## config.mk

```make
export PLATFORM = sky130hd
export DESIGN_NAME = spi_regwr_ctrl
export DESIGN_NICKNAME = d
export VERILOG_FILES = /design/src/rtl/spi_regwr_pkg.sv /design/src/rtl/spi_pin_sync.sv /design/src/rtl/spi_byte_shifter.sv /design/src/rtl/spi_status_bank.sv /design/src/rtl/spi_regwr_ctrl.sv
export SDC_FILE = /design/constraint.sdc
export NUM_CORES = 1
export LEC_CHECK = 0
export ABC_AREA = 1
export CORE_MARGIN = 10
export CORE_UTILIZATION = 30
export CTS_CLUSTER_DIAMETER = 30
export DETAILED_ROUTE_END_ITERATION = 12
export PLACE_DENSITY_LB_ADDON = 0.25
export SLEW_MARGIN = 0
export SYNTH_ARGS = -nofsm -noshare
export SYNTH_HDL_FRONTEND = slang
export SYNTH_SLANG_ARGS = --single-unit
```

## constraint.sdc

```tcl
create_clock -name clk -period 4.8 [get_ports clk]
set_clock_uncertainty 0.15 [all_clocks]
set_input_delay 0.96 -clock clk [delete_from_list [all_inputs] [get_ports clk]]
set_output_delay 0.96 -clock clk [all_outputs]
set_load 0.01 [all_outputs]
```

## src/rtl/spi_regwr_pkg.sv

```systemverilog
package spi_regwr_pkg;
  localparam logic [7:0] OP_ARM_PERSIST  = 8'h06;
  localparam logic [7:0] OP_ARM_VOLATILE = 8'h50;
  localparam logic [7:0] OP_REG_WRITE    = 8'h01;
  localparam logic [7:0] OP_STATUS_READ  = 8'h05;
  localparam int         BYTE_W          = 8;
  localparam int         SR_KEEP_W       = 6;   // status bits 7:2 are storable
endpackage

```

## src/rtl/spi_pin_sync.sv

```systemverilog
module spi_pin_sync #(
  parameter int          W       = 3,
  parameter int          STAGES  = 2,
  parameter logic [W-1:0] RST_VAL = '0
) (
  input  logic         clk,
  input  logic         rst,
  input  logic [W-1:0] din,
  output logic [W-1:0] dout
);
  logic [W-1:0] stg [STAGES];

  always_ff @(posedge clk) begin
    if (rst) begin
      for (int i = 0; i < STAGES; i++) stg[i] <= RST_VAL;
    end else begin
      stg[0] <= din;
      for (int i = 1; i < STAGES; i++) stg[i] <= stg[i-1];
    end
  end

  assign dout = stg[STAGES-1];
endmodule

```

## src/rtl/spi_byte_shifter.sv

```systemverilog
module spi_byte_shifter #(
  parameter int BYTE_W = 8,
  parameter int CNT_W  = 3
) (
  input  logic              clk,
  input  logic              rst,
  input  logic              cs_hi,
  input  logic              sck_rise,
  input  logic              si,
  output logic [BYTE_W-1:0] byte_q,
  output logic              byte_vld,
  output logic [CNT_W-1:0]  byte_cnt,
  output logic              on_boundary
);
  localparam int              BIT_W   = $clog2(BYTE_W);
  localparam logic [CNT_W-1:0] CNT_MAX = '1;
  localparam logic [BIT_W-1:0] LAST_BIT = BIT_W'(BYTE_W - 1);

  logic [BIT_W-1:0] bit_cnt;

  always_ff @(posedge clk) begin
    if (rst || cs_hi) begin
      bit_cnt  <= '0;
      byte_cnt <= '0;
      byte_vld <= 1'b0;
    end else begin
      byte_vld <= 1'b0;
      if (sck_rise) begin
        byte_q <= {byte_q[BYTE_W-2:0], si};
        if (bit_cnt == LAST_BIT) begin
          bit_cnt  <= '0;
          byte_vld <= 1'b1;
          if (byte_cnt != CNT_MAX) byte_cnt <= byte_cnt + 1'b1;
        end else begin
          bit_cnt <= bit_cnt + 1'b1;
        end
      end
    end
  end

  assign on_boundary = (bit_cnt == '0);

  // a deselect always restarts framing, so partial bits never carry over
  assert_cs_clears_framing_R2: assert property (@(posedge clk) disable iff (rst)
    cs_hi |=> (on_boundary && byte_cnt == '0))
    else $error("framing survived deselect");
endmodule

```

## src/rtl/spi_status_bank.sv

```systemverilog
module spi_status_bank #(
  parameter int                 SR_W       = 6,
  parameter int                 CR_W       = 8,
  parameter logic [SR_W-1:0]    NV_SR_INIT = '0,
  parameter logic [CR_W-1:0]    NV_CR_INIT = '0
) (
  input  logic            clk,
  input  logic            rst,
  input  logic            wr_vol,
  input  logic            wr_nv,
  input  logic            wr_cr,
  input  logic [SR_W-1:0] d_sr,
  input  logic [CR_W-1:0] d_cr,
  output logic [SR_W-1:0] v_sr,
  output logic [CR_W-1:0] v_cr
);
  // persistent copies are not touched by reset
  logic [SR_W-1:0] nv_sr = NV_SR_INIT;
  logic [CR_W-1:0] nv_cr = NV_CR_INIT;

  always_ff @(posedge clk) begin
    if (wr_nv) begin
      nv_sr <= d_sr;
      if (wr_cr) nv_cr <= d_cr;
    end
  end

  always_ff @(posedge clk) begin
    if (rst) begin
      v_sr <= nv_sr;
      v_cr <= nv_cr;
    end else if (wr_nv || wr_vol) begin
      v_sr <= d_sr;
      if (wr_cr) v_cr <= d_cr;
    end
  end

  // a working-only write leaves the persistent copies alone
  assert_vol_write_keeps_nv_R4: assert property (@(posedge clk) disable iff (rst)
    (wr_vol && !wr_nv) |=> ($stable(nv_sr) && $stable(nv_cr)))
    else $error("persistent copy changed by volatile write");

  // leaving reset, the working copies equal the persistent ones
  assert_reset_reload_R5: assert property (@(posedge clk) disable iff (rst)
    $past(rst) |-> (v_sr == nv_sr && v_cr == nv_cr))
    else $error("working copy not reloaded");
endmodule

```

## src/rtl/spi_regwr_ctrl.sv

```systemverilog
module spi_regwr_ctrl
  import spi_regwr_pkg::*;
#(
  parameter int         BUSY_CYCLES = 64,
  parameter int         SYNC_STAGES = 2,
  parameter logic [7:0] NV_SR_INIT  = 8'h00,
  parameter logic [7:0] NV_CR_INIT  = 8'h00
) (
  input  logic       clk,
  input  logic       rst,
  input  logic       spi_cs_n,
  input  logic       spi_sck,
  input  logic       spi_mosi,
  output logic       spi_miso,
  input  logic       pe_req,
  output logic       pe_grant,
  output logic [7:0] stat_o,
  output logic [7:0] cfg_o
);
  localparam int CW    = $clog2(BUSY_CYCLES + 1);
  localparam int CNT_W = 3;

  logic [2:0] pins;
  logic       cs_q, sck_q;
  logic       cs_hi, cs_rise, sck_rise, sck_fall;

  spi_pin_sync #(.W(3), .STAGES(SYNC_STAGES), .RST_VAL(3'b100)) u_sync (
    .clk(clk), .rst(rst), .din({spi_cs_n, spi_sck, spi_mosi}), .dout(pins));

  always_ff @(posedge clk) begin
    if (rst) begin
      cs_q  <= 1'b1;
      sck_q <= 1'b0;
    end else begin
      cs_q  <= pins[2];
      sck_q <= pins[1];
    end
  end

  assign cs_hi    = pins[2];
  assign cs_rise  = pins[2] & ~cs_q;
  assign sck_rise = pins[1] & ~sck_q & ~pins[2];
  assign sck_fall = ~pins[1] & sck_q & ~pins[2];

  logic [BYTE_W-1:0] byte_q;
  logic              byte_vld;
  logic [CNT_W-1:0]  byte_cnt;
  logic              on_boundary;

  spi_byte_shifter #(.BYTE_W(BYTE_W), .CNT_W(CNT_W)) u_shift (
    .clk(clk), .rst(rst), .cs_hi(cs_hi), .sck_rise(sck_rise), .si(pins[0]),
    .byte_q(byte_q), .byte_vld(byte_vld), .byte_cnt(byte_cnt),
    .on_boundary(on_boundary));

  logic                 wr_en_latch, busy_flag, vol_armed, txn_ok;
  logic [BYTE_W-1:0]    opcode, d_cr;
  logic [SR_KEEP_W-1:0] d_sr;
  logic [CW-1:0]        busy_cnt;
  logic                 rd_active;
  logic [2:0]           rd_bit;
  logic [BYTE_W-1:0]    snap;
  logic [SR_KEEP_W-1:0] v_sr;
  logic [BYTE_W-1:0]    v_cr;
  logic [BYTE_W-1:0]    status;

  // commit decode at the end of a transfer
  logic arm_ok, is_wr, wr_shape_ok, wr_vol, wr_nv, wr_cr;
  assign arm_ok      = cs_rise && txn_ok && on_boundary && byte_cnt == CNT_W'(1);
  assign is_wr       = cs_rise && txn_ok && opcode == OP_REG_WRITE && byte_cnt != '0;
  assign wr_shape_ok = on_boundary && byte_cnt >= CNT_W'(2);
  assign wr_vol      = is_wr && wr_shape_ok && vol_armed;
  assign wr_nv       = is_wr && wr_shape_ok && !vol_armed && wr_en_latch;
  assign wr_cr       = byte_cnt >= CNT_W'(3);

  assign status = {v_sr, wr_en_latch, busy_flag};

  spi_status_bank #(.SR_W(SR_KEEP_W), .CR_W(BYTE_W),
    .NV_SR_INIT(NV_SR_INIT[7:2]), .NV_CR_INIT(NV_CR_INIT)) u_bank (
    .clk(clk), .rst(rst), .wr_vol(wr_vol), .wr_nv(wr_nv), .wr_cr(wr_cr),
    .d_sr(d_sr), .d_cr(d_cr), .v_sr(v_sr), .v_cr(v_cr));

  always_ff @(posedge clk) begin
    if (rst) begin
      wr_en_latch <= 1'b0;
      busy_flag   <= 1'b0;
      vol_armed   <= 1'b0;
      txn_ok      <= 1'b0;
      busy_cnt    <= '0;
      opcode      <= '0;
      rd_active   <= 1'b0;
      rd_bit      <= '0;
      spi_miso    <= 1'b0;
    end else begin
      if (busy_flag) begin
        if (busy_cnt == '0) begin
          busy_flag   <= 1'b0;
          wr_en_latch <= 1'b0;
        end else begin
          busy_cnt <= busy_cnt - 1'b1;
        end
      end

      if (byte_vld) begin
        case (byte_cnt)
          CNT_W'(1): begin
            opcode <= byte_q;
            txn_ok <= !busy_flag;
            if (byte_q == OP_STATUS_READ)
              rd_active <= 1'b1;
            else if (!busy_flag && byte_q != OP_ARM_VOLATILE && byte_q != OP_REG_WRITE)
              vol_armed <= 1'b0;
          end
          CNT_W'(2): d_sr <= byte_q[7:2];
          CNT_W'(3): d_cr <= byte_q;
          default: ;
        endcase
      end

      if (sck_fall && rd_active) begin
        if (rd_bit == '0) begin
          snap     <= status;
          spi_miso <= status[7];
        end else begin
          spi_miso <= snap[3'd7 - rd_bit];
        end
        rd_bit <= rd_bit + 1'b1;
      end

      if (cs_rise) begin
        txn_ok    <= 1'b0;
        rd_active <= 1'b0;
        rd_bit    <= '0;
        spi_miso  <= 1'b0;
        if (arm_ok && opcode == OP_ARM_PERSIST)  wr_en_latch <= 1'b1;
        if (arm_ok && opcode == OP_ARM_VOLATILE) vol_armed   <= 1'b1;
        if (is_wr) vol_armed <= 1'b0;
        if (wr_nv) begin
          busy_flag <= 1'b1;
          busy_cnt  <= CW'(BUSY_CYCLES - 1);
        end
      end
    end
  end

  always_ff @(posedge clk) begin
    if (rst) begin
      pe_grant <= 1'b0;
      stat_o   <= '0;
      cfg_o    <= '0;
    end else begin
      pe_grant <= pe_req && wr_en_latch && !busy_flag;
      stat_o   <= status;
      cfg_o    <= v_cr;
    end
  end

  // a well-framed persistent arm leaves the latch set
  assert_arm_sets_latch_R1: assert property (@(posedge clk) disable iff (rst)
    (arm_ok && opcode == OP_ARM_PERSIST) |=> wr_en_latch)
    else $error("persistent arm lost");

  // the end of a busy period always takes the latch down with it
  assert_busy_end_clears_latch_R8: assert property (@(posedge clk) disable iff (rst)
    $fell(busy_flag) |-> !wr_en_latch)
    else $error("latch survived busy end");

  // no working register changes while a persistent write is busy
  assert_busy_freezes_regs_R9: assert property (@(posedge clk) disable iff (rst)
    ($past(busy_flag) && busy_flag) |-> ($stable(v_sr) && $stable(v_cr)))
    else $error("register changed while busy");

  // a working-only write does not move the latch
  assert_vol_write_keeps_latch_R4: assert property (@(posedge clk) disable iff (rst)
    wr_vol |=> (wr_en_latch == $past(wr_en_latch)))
    else $error("volatile write moved latch");

  // a grant is only issued while the latch was set
  assert_grant_needs_latch_R11: assert property (@(posedge clk) disable iff (rst)
    pe_grant |-> $past(wr_en_latch))
    else $error("grant without latch");
endmodule

```

After elaboration in Yosys (flattened, before gate mapping)

Memory sizes are Yosys's and may differ from the RTL's.
Cells that the tools add are included.

Bitwise logic cells: 14
Multiplexer cells: 34
Equal/unequal tests: 11
Reduce and logical (&&, ||, !) cells: 38
Order comparisons: 3
Add/sub/neg operators: 5

Operator list:

| kind                                                               | number |
|---|---|
| two-way mux 7 bit                                                  | 4 |
| two-way mux 8 bit                                                  | 3 |
| two-way mux 1 bit                                                  | 21 |
| logical AND 1 bit                                                  | 17 |
| equality test 8 x 3 -> 1 bit (second input constant)               | 2 |
| AND reduction 3 bit                                                | 5 |
| two-way mux 6 bit                                                  | 2 |
| adder 3 x 1 -> 3 bit (second input constant)                       | 3 |
| two-way mux 3 bit                                                  | 3 |
| equality test 8 x 1 -> 1 bit (second input constant)               | 1 |
| equality test 8 x 7 -> 1 bit (second input constant)               | 1 |
| inequality test 8 x 1 -> 1 bit (second input constant)             | 1 |
| inequality test 8 x 7 -> 1 bit (second input constant)             | 1 |
| AND reduction 2 bit                                                | 4 |
| zero test 7 bit                                                    | 1 |
| inverter 1 bit                                                     | 7 |
| subtractor 7 x 1 -> 7 bit (second input constant)                  | 1 |
| equality test 3 x 2 -> 1 bit (second input constant)               | 2 |
| greater-or-equal comparator 3 x 2 -> 1 bit (second input constant) | 2 |
| zero test 3 bit                                                    | 2 |
| bitwise AND 1 bit                                                  | 5 |
| < comparator 3 x 4 -> 1 bit (second input constant)                | 1 |
| nonzero test 2 bit                                                 | 2 |
| OR reduction 2 bit                                                 | 2 |
| other kinds (9)                                                    | 12 |

Memory bits (writable): 6
Flip-flop bits (word level): 108
Bits of input ports: 6
Memories: 1
Logic and storage cells: 131

Memory list:

| name       | words | width | rd ports | clocked after Yosys merged registers in | write ports | line               | text |
|---|---|---|---|---|---|---|---|
| u_sync.stg | 2     | 3     | 2        | 0                                       | 2           | spi_pin_sync.sv:11 | `logic [W-1:0] stg [STAGES];` |

Logic depth before layout (Yosys ltp)

Gate-level depths: netlist of the first run.

Depth in word-level cells: 11
Gate-level depth with buffers: 9
Gate-level depth less buffers: 9

Modules after synthesis

Synthesis of the first run repeated with hierarchy kept, for this count alone.

Cells, all modules: 452
Area, all modules: 4455.5 sq um

Modules (own cells, without submodules):

| module           | cells an instance | times used | area each (sq um) |
|---|---|---|---|
| spi_regwr_ctrl   | 295               | 1          | 2622.5 |
| spi_status_bank  | 79                | 1          | 1047.3 |
| spi_byte_shifter | 56                | 1          | 594.3 |
| spi_pin_sync     | 22                | 1          | 191.4 |

Least setup slack after synthesis of the first run

No wires, ideal clock.

Path type: input port to flip-flop
Start point: in rst
End point: reg u_shift.byte_q[0] (enable)
Path buffers: 3
Library setup time: 0.370 ns
Path slack: 2.453 ns
Stages on the path: 4
Data arrival time: 1.827 ns
Data required time: 4.280 ns
Path through: buf_2 > buf_2 > buf_2 > nor2_1

Cells in the longest elaborated chain, start to end: 3

Ends and longest elaborated chain:

| what                                 | line                   | text |
|---|---|---|
| from (decl)                          | spi_regwr_ctrl.sv:10   | `input logic rst,` |
| logical OR 1 bit                     | spi_byte_shifter.sv:22 | `if (rst \|\| cs_hi) begin` |
| inverter 1 bit (no source line)      | n/a                    |  |
| AND reduction 2 bit (no source line) | n/a                    |  |
| to (signal assigned)                 | spi_byte_shifter.sv:29 | `byte_q <= {byte_q[BYTE_W-2:0], si};` |
| to (decl)                            | spi_byte_shifter.sv:10 | `output logic [BYTE_W-1:0] byte_q,` |

Every way passes these cells.
A chain may end at the register's enable or synchronous reset.

Worst setup path in the final report of the first run

Start point: reg stat_o[0]
End point: out stat_o[0]

RTL lines:

| what                   | line                  | text |
|---|---|---|
| from (decl)            | spi_regwr_ctrl.sv:17  | `output logic [7:0] stat_o,` |
| from (signal assigned) | spi_regwr_ctrl.sv:152 | `stat_o <= status;` |

No word-level cell between the ends.

==> results of run 1 <==
[cells in the mapped netlist]
cell,instances,area share
nand2_1,87,0.073
nor3_2,1,0.0022
nand2_2,3,0.0042
nand4_4,2,0.0095
xor2_1,3,0.0059
nor2_2,4,0.0056
inv_1,57,0.048
or2_2,3,0.0042
nor4_1,1,0.0014
a211oi_1,2,0.0034
nor3_4,1,0.0036
buf_1,2,0.0017
ha_1,13,0.036
o21ai_0,25,0.028
nor2_8,1,0.0045
buf_2,7,0.0078
edfxtp_1,58,0.39
nand3_2,1,0.0022
nand2_4,2,0.0050
a31oi_4,1,0.0047
buf_4,1,0.0017
nor2_1,58,0.049
dfxtp_1,56,0.25
nor2_4,2,0.0050
nand4_1,3,0.0042
nor3_1,4,0.0045
inv_2,8,0.0067
nand3_1,18,0.020
a21oi_1,17,0.019
[kinds of logic (layout without fill, tap and decap cells)]
kind of cell	count (synthesis)	count (layout)	share of synthesized area
flip-flops	114	114	0.639
XOR/XNOR	3	3	0.00587
AND/OR/NAND/NOR	191	191	0.198
AO/OA/AOI/OAI	45	45	0.0550
adder cells (fa/ha/maj)	13	13	0.0363
buffers and inverters	75	122	0.0657
[how the worst max path moves through the flow]
stage / endpoint / slack [ns] / start / cells after the start
6_report: stat_o[0] / 2.41 / stat_o[0] / 1
5_1_grt: stat_o[0] / 2.36 / stat_o[0] / 1
4_1_cts: cfg_o[3] / 2.38 / cfg_o[3] / 1
3_5_place_dp: d_cr[7] / 2.23 / rst / 4
3_3_place_gp: d_cr[4] / 2.31 / rst / 4
2_1_floorplan: u_shift.byte_q[0] / 2.45 / rst / 4
[routing by layer]
layer | wire length, um | track usage
met1 | 3800 | 0.104
met3 | 387 | 0.0367
met5 | 0 | 0
met2 | 3830 | 0.128
met4 | 164 | 0.0452
[state kept, by name, summed over array words and instances, names as in the netlist, 7 cells and up]
name and count:
u_bank.nv_cr 8, d_cr 8, snap 8, cfg_o 8, opcode 8, stat_o 8
u_shift.byte_q 8, u_bank.v_cr 8, busy_cnt 7
[power breakdown]
group          total [mW]  internal [mW]  leakage [nW]  switching, mW
sequential           1.04           1.03         0.993        0.00484
clock                1.28          0.863         0.304          0.419
combinational      0.0512         0.0215         0.975         0.0297
total                2.37           1.92          2.27          0.454
[layout by cell type (no fill, tap or decap), types with 3 or more instances in the layout]
cell	instances
nor3_1	4
nand3_1	18
clkdlybuf4s50_1	22
clkbuf_16	19
nand2_2	3
or2_2	3
dfxtp_1	56
o21ai_0	25
xor2_1	3
a21oi_1	17
clkinv_2	3
nor2_1	58
ha_1	13
nand2_1	87
inv_2	8
inv_1	57
nand4_1	3
edfxtp_1	58
clkbuf_8	3
nor2_2	4
[worst register-to-register path, delay by kind of cell, from the launching register on]
kind,cells,cell delay (ns)
AND/OR/NAND/NOR,5,1.04
adder cells (fa/ha/maj),1,0.20
buffers and inverters,1,0.11
flip-flops,1,0.38
[area by class of cell]
| cell class | instances | share of cell area |
|---|---|---|
| sequential | 114 | 0.519 |
| multi-input combinational | 252 | 0.239 |
| clock buffer | 24 | 0.0950 |
| inverter | 65 | 0.0442 |
| timing repair buffer | 25 | 0.0435 |
| tap | 184 | 0.0417 |
| clock inverter | 8 | 0.0172 |
[per-stage QoR]
stage / cells / total power, mW / util / area [sq um]
finish: 672 / 2.37 / 0.378 / 5520
global route: 672 / 2.46 / 0.378 / 5520
CTS: 672 / 2.41 / 0.378 / 5520
global placement: 640 / 1.11 / 0.336 / 4900
floorplan: 441 / 1.09 / - / 4480
detailed placement: 640 / 1.11 / 0.336 / 4900
==> results.cfg, run 1 <==
[run_status]
outcome = finished, final reports clean

[finish]
drive_above_1_share = 0.125
area_growth_pct = 23.2
finalNetCount = 494
multi_input_area_sq_mm = 0.00132
register_area_sq_mm = 0.00286
nFillCells = 1395
antenna_cells = 0

[min_path]
min_path_type = reg -> reg
hp-start = u_sync.stg[0][0]
holdPathEnd = u_sync.stg[0][3]
whs_path_depth = 2

[floorplanning]
die_w_um = 142
start_util = 0.307
die-area_sq_mm = 0.0202
ios = 24
core_sq_mm = 0.0146
die_h_um = 142
row_count = 44

[pwr]
powerDensity_mw_per_mm2 = 430
ir_drop_mv = 0.268
cellLeakagePower_nw = 2.27

[routing]
drc = 0
route.vias.total = 2866
drt-initial-drc-count = 143
routedWlPerCell_um = 12.2
ant_nets = 0
dr.pass1.iters = 4
wl_mm = 8.18
viasPerCell = 4.26

[critical_path]
reg2regPathDepth = 7
critPathLaunchType = register
end_kind = output pin
ff2ff_setup_slack_ns = 2.54
cp_slowest_cell = clkdlybuf4s50_1
cp_data_required_time_ns = 3.69
cp_top_family = buffers and inverters
crit_chain = clkdlybuf4s50_1
r2r-end = u_bank.nv_cr[1]
critPathMaxStageDelay_ns = 0.55
crit_type = reg -> out
worstReg2RegStart = u_shift.byte_cnt[0]
cp_max_fo = 1
crit_arrival_ns = 1.28
worstPathBufferInverterCount = 1

[clock_tree]
cts_tree = done
cts_buffers = 17
h-tree-depth = 4
clock_latency_ns = 0.41
clkTransAtPathRegs_ns = 0.05
cts_root_buf = clkbuf_16
clock-sinks = 114
cts_setup_buffers = 0
cts.path.max_buffers = 2
post_cts_resized = 0
ctsHoldBuffers = 0

[grt]
grt.overflow.total = 0
grt_max_degree = 44
grt_pass1_wl_mm = 13.6
antenna_found_initial = 0
grt_usage = 0.0860
grt_pass1_vias = 2769

[sta]
tightest_slew_ns = 0.709
drv_slew = 0
setup_violations = 0
fin_hold_ws_ns = 0.251
hold_viol = 0
rsz0062_at_grt = no
timing.setup.tns_ns = 0
final.period_utilization = 0.497
max_freq_ghz = 0.419
fin_ws_ns = 2.41
slew_headroom = 0.525
finalCriticalPeriod_ns = 2.39

[yosys]
seq_area_frac_synth = 0.639
synth-seq-cells = 114
yosysWarnings = 0
synth_cells = 441
synthesis.area_per_instance_sq_um = 10.2
ys_types = 29
synth_nets = 460
synth_area_sq_mm = 0.00448

[place]
place_ws_ns = 2.23
port-buffer-count = 23
place_congestion = 0.817
dpl.hpwl_mm = 5.69

[run]
timing.max_cap.violations = 0
Power figures use the tool's default switching activity.
==> run 2: changes to the inputs <==
==> constraint.sdc (replaced) <==
create_clock -name clk -period 2.4 [get_ports clk]
set_clock_uncertainty 0.15 [all_clocks]
set_input_delay 0.48 -clock clk [delete_from_list [all_inputs] [get_ports clk]]
set_output_delay 0.48 -clock clk [all_outputs]
set_load 0.01 [all_outputs]
==> run 2 against run 1 <==
- critical path depth rose by 6
- clock power rose by 91%
- cell area rose by 0.11%
- sequential cell count unchanged
- core utilization is essentially flat
- register-to-register slack got worse by 2.1 ns
- worst setup slack worse by 2.0 ns
- total power is 95% higher
- critical path type is now reg -> reg
- critical endpoint is now u_bank.v_cr[0]
==> results.cfg, run 2 (synthesis results as in run 1) <==
[grt]
grt_max_degree = 33
grt_usage = 0.0856
antenna_found_initial = 0
grt_pass1_wl_mm = 13.6
grt.overflow.total = 0
grt_pass1_vias = 2812

[sta]
timing.setup.tns_ns = 0
rsz0062_at_grt = no
drv_slew = 0
final.period_utilization = 0.823
max_freq_ghz = 0.506
finalCriticalPeriod_ns = 1.98
setup_violations = 0
tightest_slew_ns = 0.732
hold_viol = 0
slew_headroom = 0.510

[pwr]
ir_drop_mv = 0.456
cellLeakagePower_nw = 2.27
p_total_mw = 4.63
powerDensity_mw_per_mm2 = 839

[min_path]
hp-start = rst
min_path_type = in -> reg
whs_path_depth = 2

[finish]
antenna_cells = 0
layout_common_cells = nand2_1 (87), nor2_1 (58), edfxtp_1 (58)
drive_above_1_share = 0.136
layout_commonest_cell = nand2_1
finalNonFillerCells = 677
area_growth_pct = 23.4
finalNetCount = 499
final_core_util = 0.379

[critical_path]
crit_path_frequent_cell = nand2_1
reg2regPathDepth = 7
ff2ff_setup_slack_ns = 0.42
critPathLaunchType = register
cp_slowest_cell = dfxtp_1
crit_arrival_ns = 1.90
worstReg2RegStart = u_shift.byte_cnt[1]
cp_data_required_time_ns = 2.32
critPathMaxStageDelay_ns = 0.37
end_kind = register
crit_start = u_shift.byte_cnt[1]
crit_chain = inv_1, ha_1, nand2_1, nand4_4, nor2_8, nand4_1, nand2_1
crit_type = reg -> reg
cp_max_fo = 8

[floorplanning]
die-area_sq_mm = 0.0202
core_sq_mm = 0.0146
die_h_um = 142
start_util = 0.307
row_count = 44
die_w_um = 142
ios = 24

[routing]
wl_met3_um = 322
route.vias.total = 2866
wl_mm = 8.08
dr.pass1.iters = 4
viasPerCell = 4.23
ant_nets = 0
drc = 0
met2_length_mm = 3.90
drt-initial-drc-count = 159
top_layer = met4
routedWlPerCell_um = 11.9
met1_length_mm = 3.69

[place]
place_inst = 645
port-buffer-count = 23
place_congestion = 0.835
dpl.hpwl_mm = 5.74

[clock_tree]
cts_buffers = 17
ctsHoldBuffers = 0
cts_setup_buffers = 0
clkTransAtPathRegs_ns = 0.05
clock_latency_ns = 0.41
cts_root_buf = clkbuf_16
post_cts_resized = 0
h-tree-depth = 4
clock-sinks = 114
cts_tree = done
cts.path.max_buffers = 2

[run_status]
outcome = finished, final reports clean

[run]
timing.max_cap.violations = 0
-- run 2: cell type report --
class,instances,area [sq um]
Tap cell,184,230
Timing Repair Buffer,30,278
Clock inverter,13,134
Multi-Input combinational cell,252,1320
Inverter,65,244
Fill cell,1421,9060
Clock buffer,19,454
Sequential cell,114,2860
-- run 2: critical path: cells and delay by family (launching register included) --
kind	cells	cell delay, ns
adders and majority gates	1	0.19
and+or+nand+nor	5	0.81
buffers and inverters	1	0.12
DFF	1	0.37
-- run 2: path summary, 6_finish.rpt --
path / endpoint
setup / recovery: u_bank.v_cr[0]
hold reg to reg: u_shift.byte_q[0]
hold / removal: sck_q
setup reg to reg: u_bank.v_cr[0]
-- run 2: where the power goes --
group	internal, mW	leakage [nW]	switching (mW)
clock network	1.58	0.274	0.871
logic	0.0439	1.00	0.0598
registers	2.07	0.993	0.00966
total	3.69	2.27	0.940
-- run 2: through the flow --
stage	instance area (sq um)	hold WS, ns	setup slack, ns
after global routing	5520	0.240	0.285
after global placement	4940	0.242	0.419
after floorplan	4480	0.236	0.442
after CTS	5520	0.222	0.380
after detailed placement	4940	0.239	0.386
final	5520	0.230	0.425
-- run 2: layer usage --
layer / up-vias / GRT usage
met5: - / 0
met4: 0 / 0.0457
met3: 12 / 0.0340
met2: 48 / 0.135
met1: 1306 / 0.0979
li1: 1500 / -
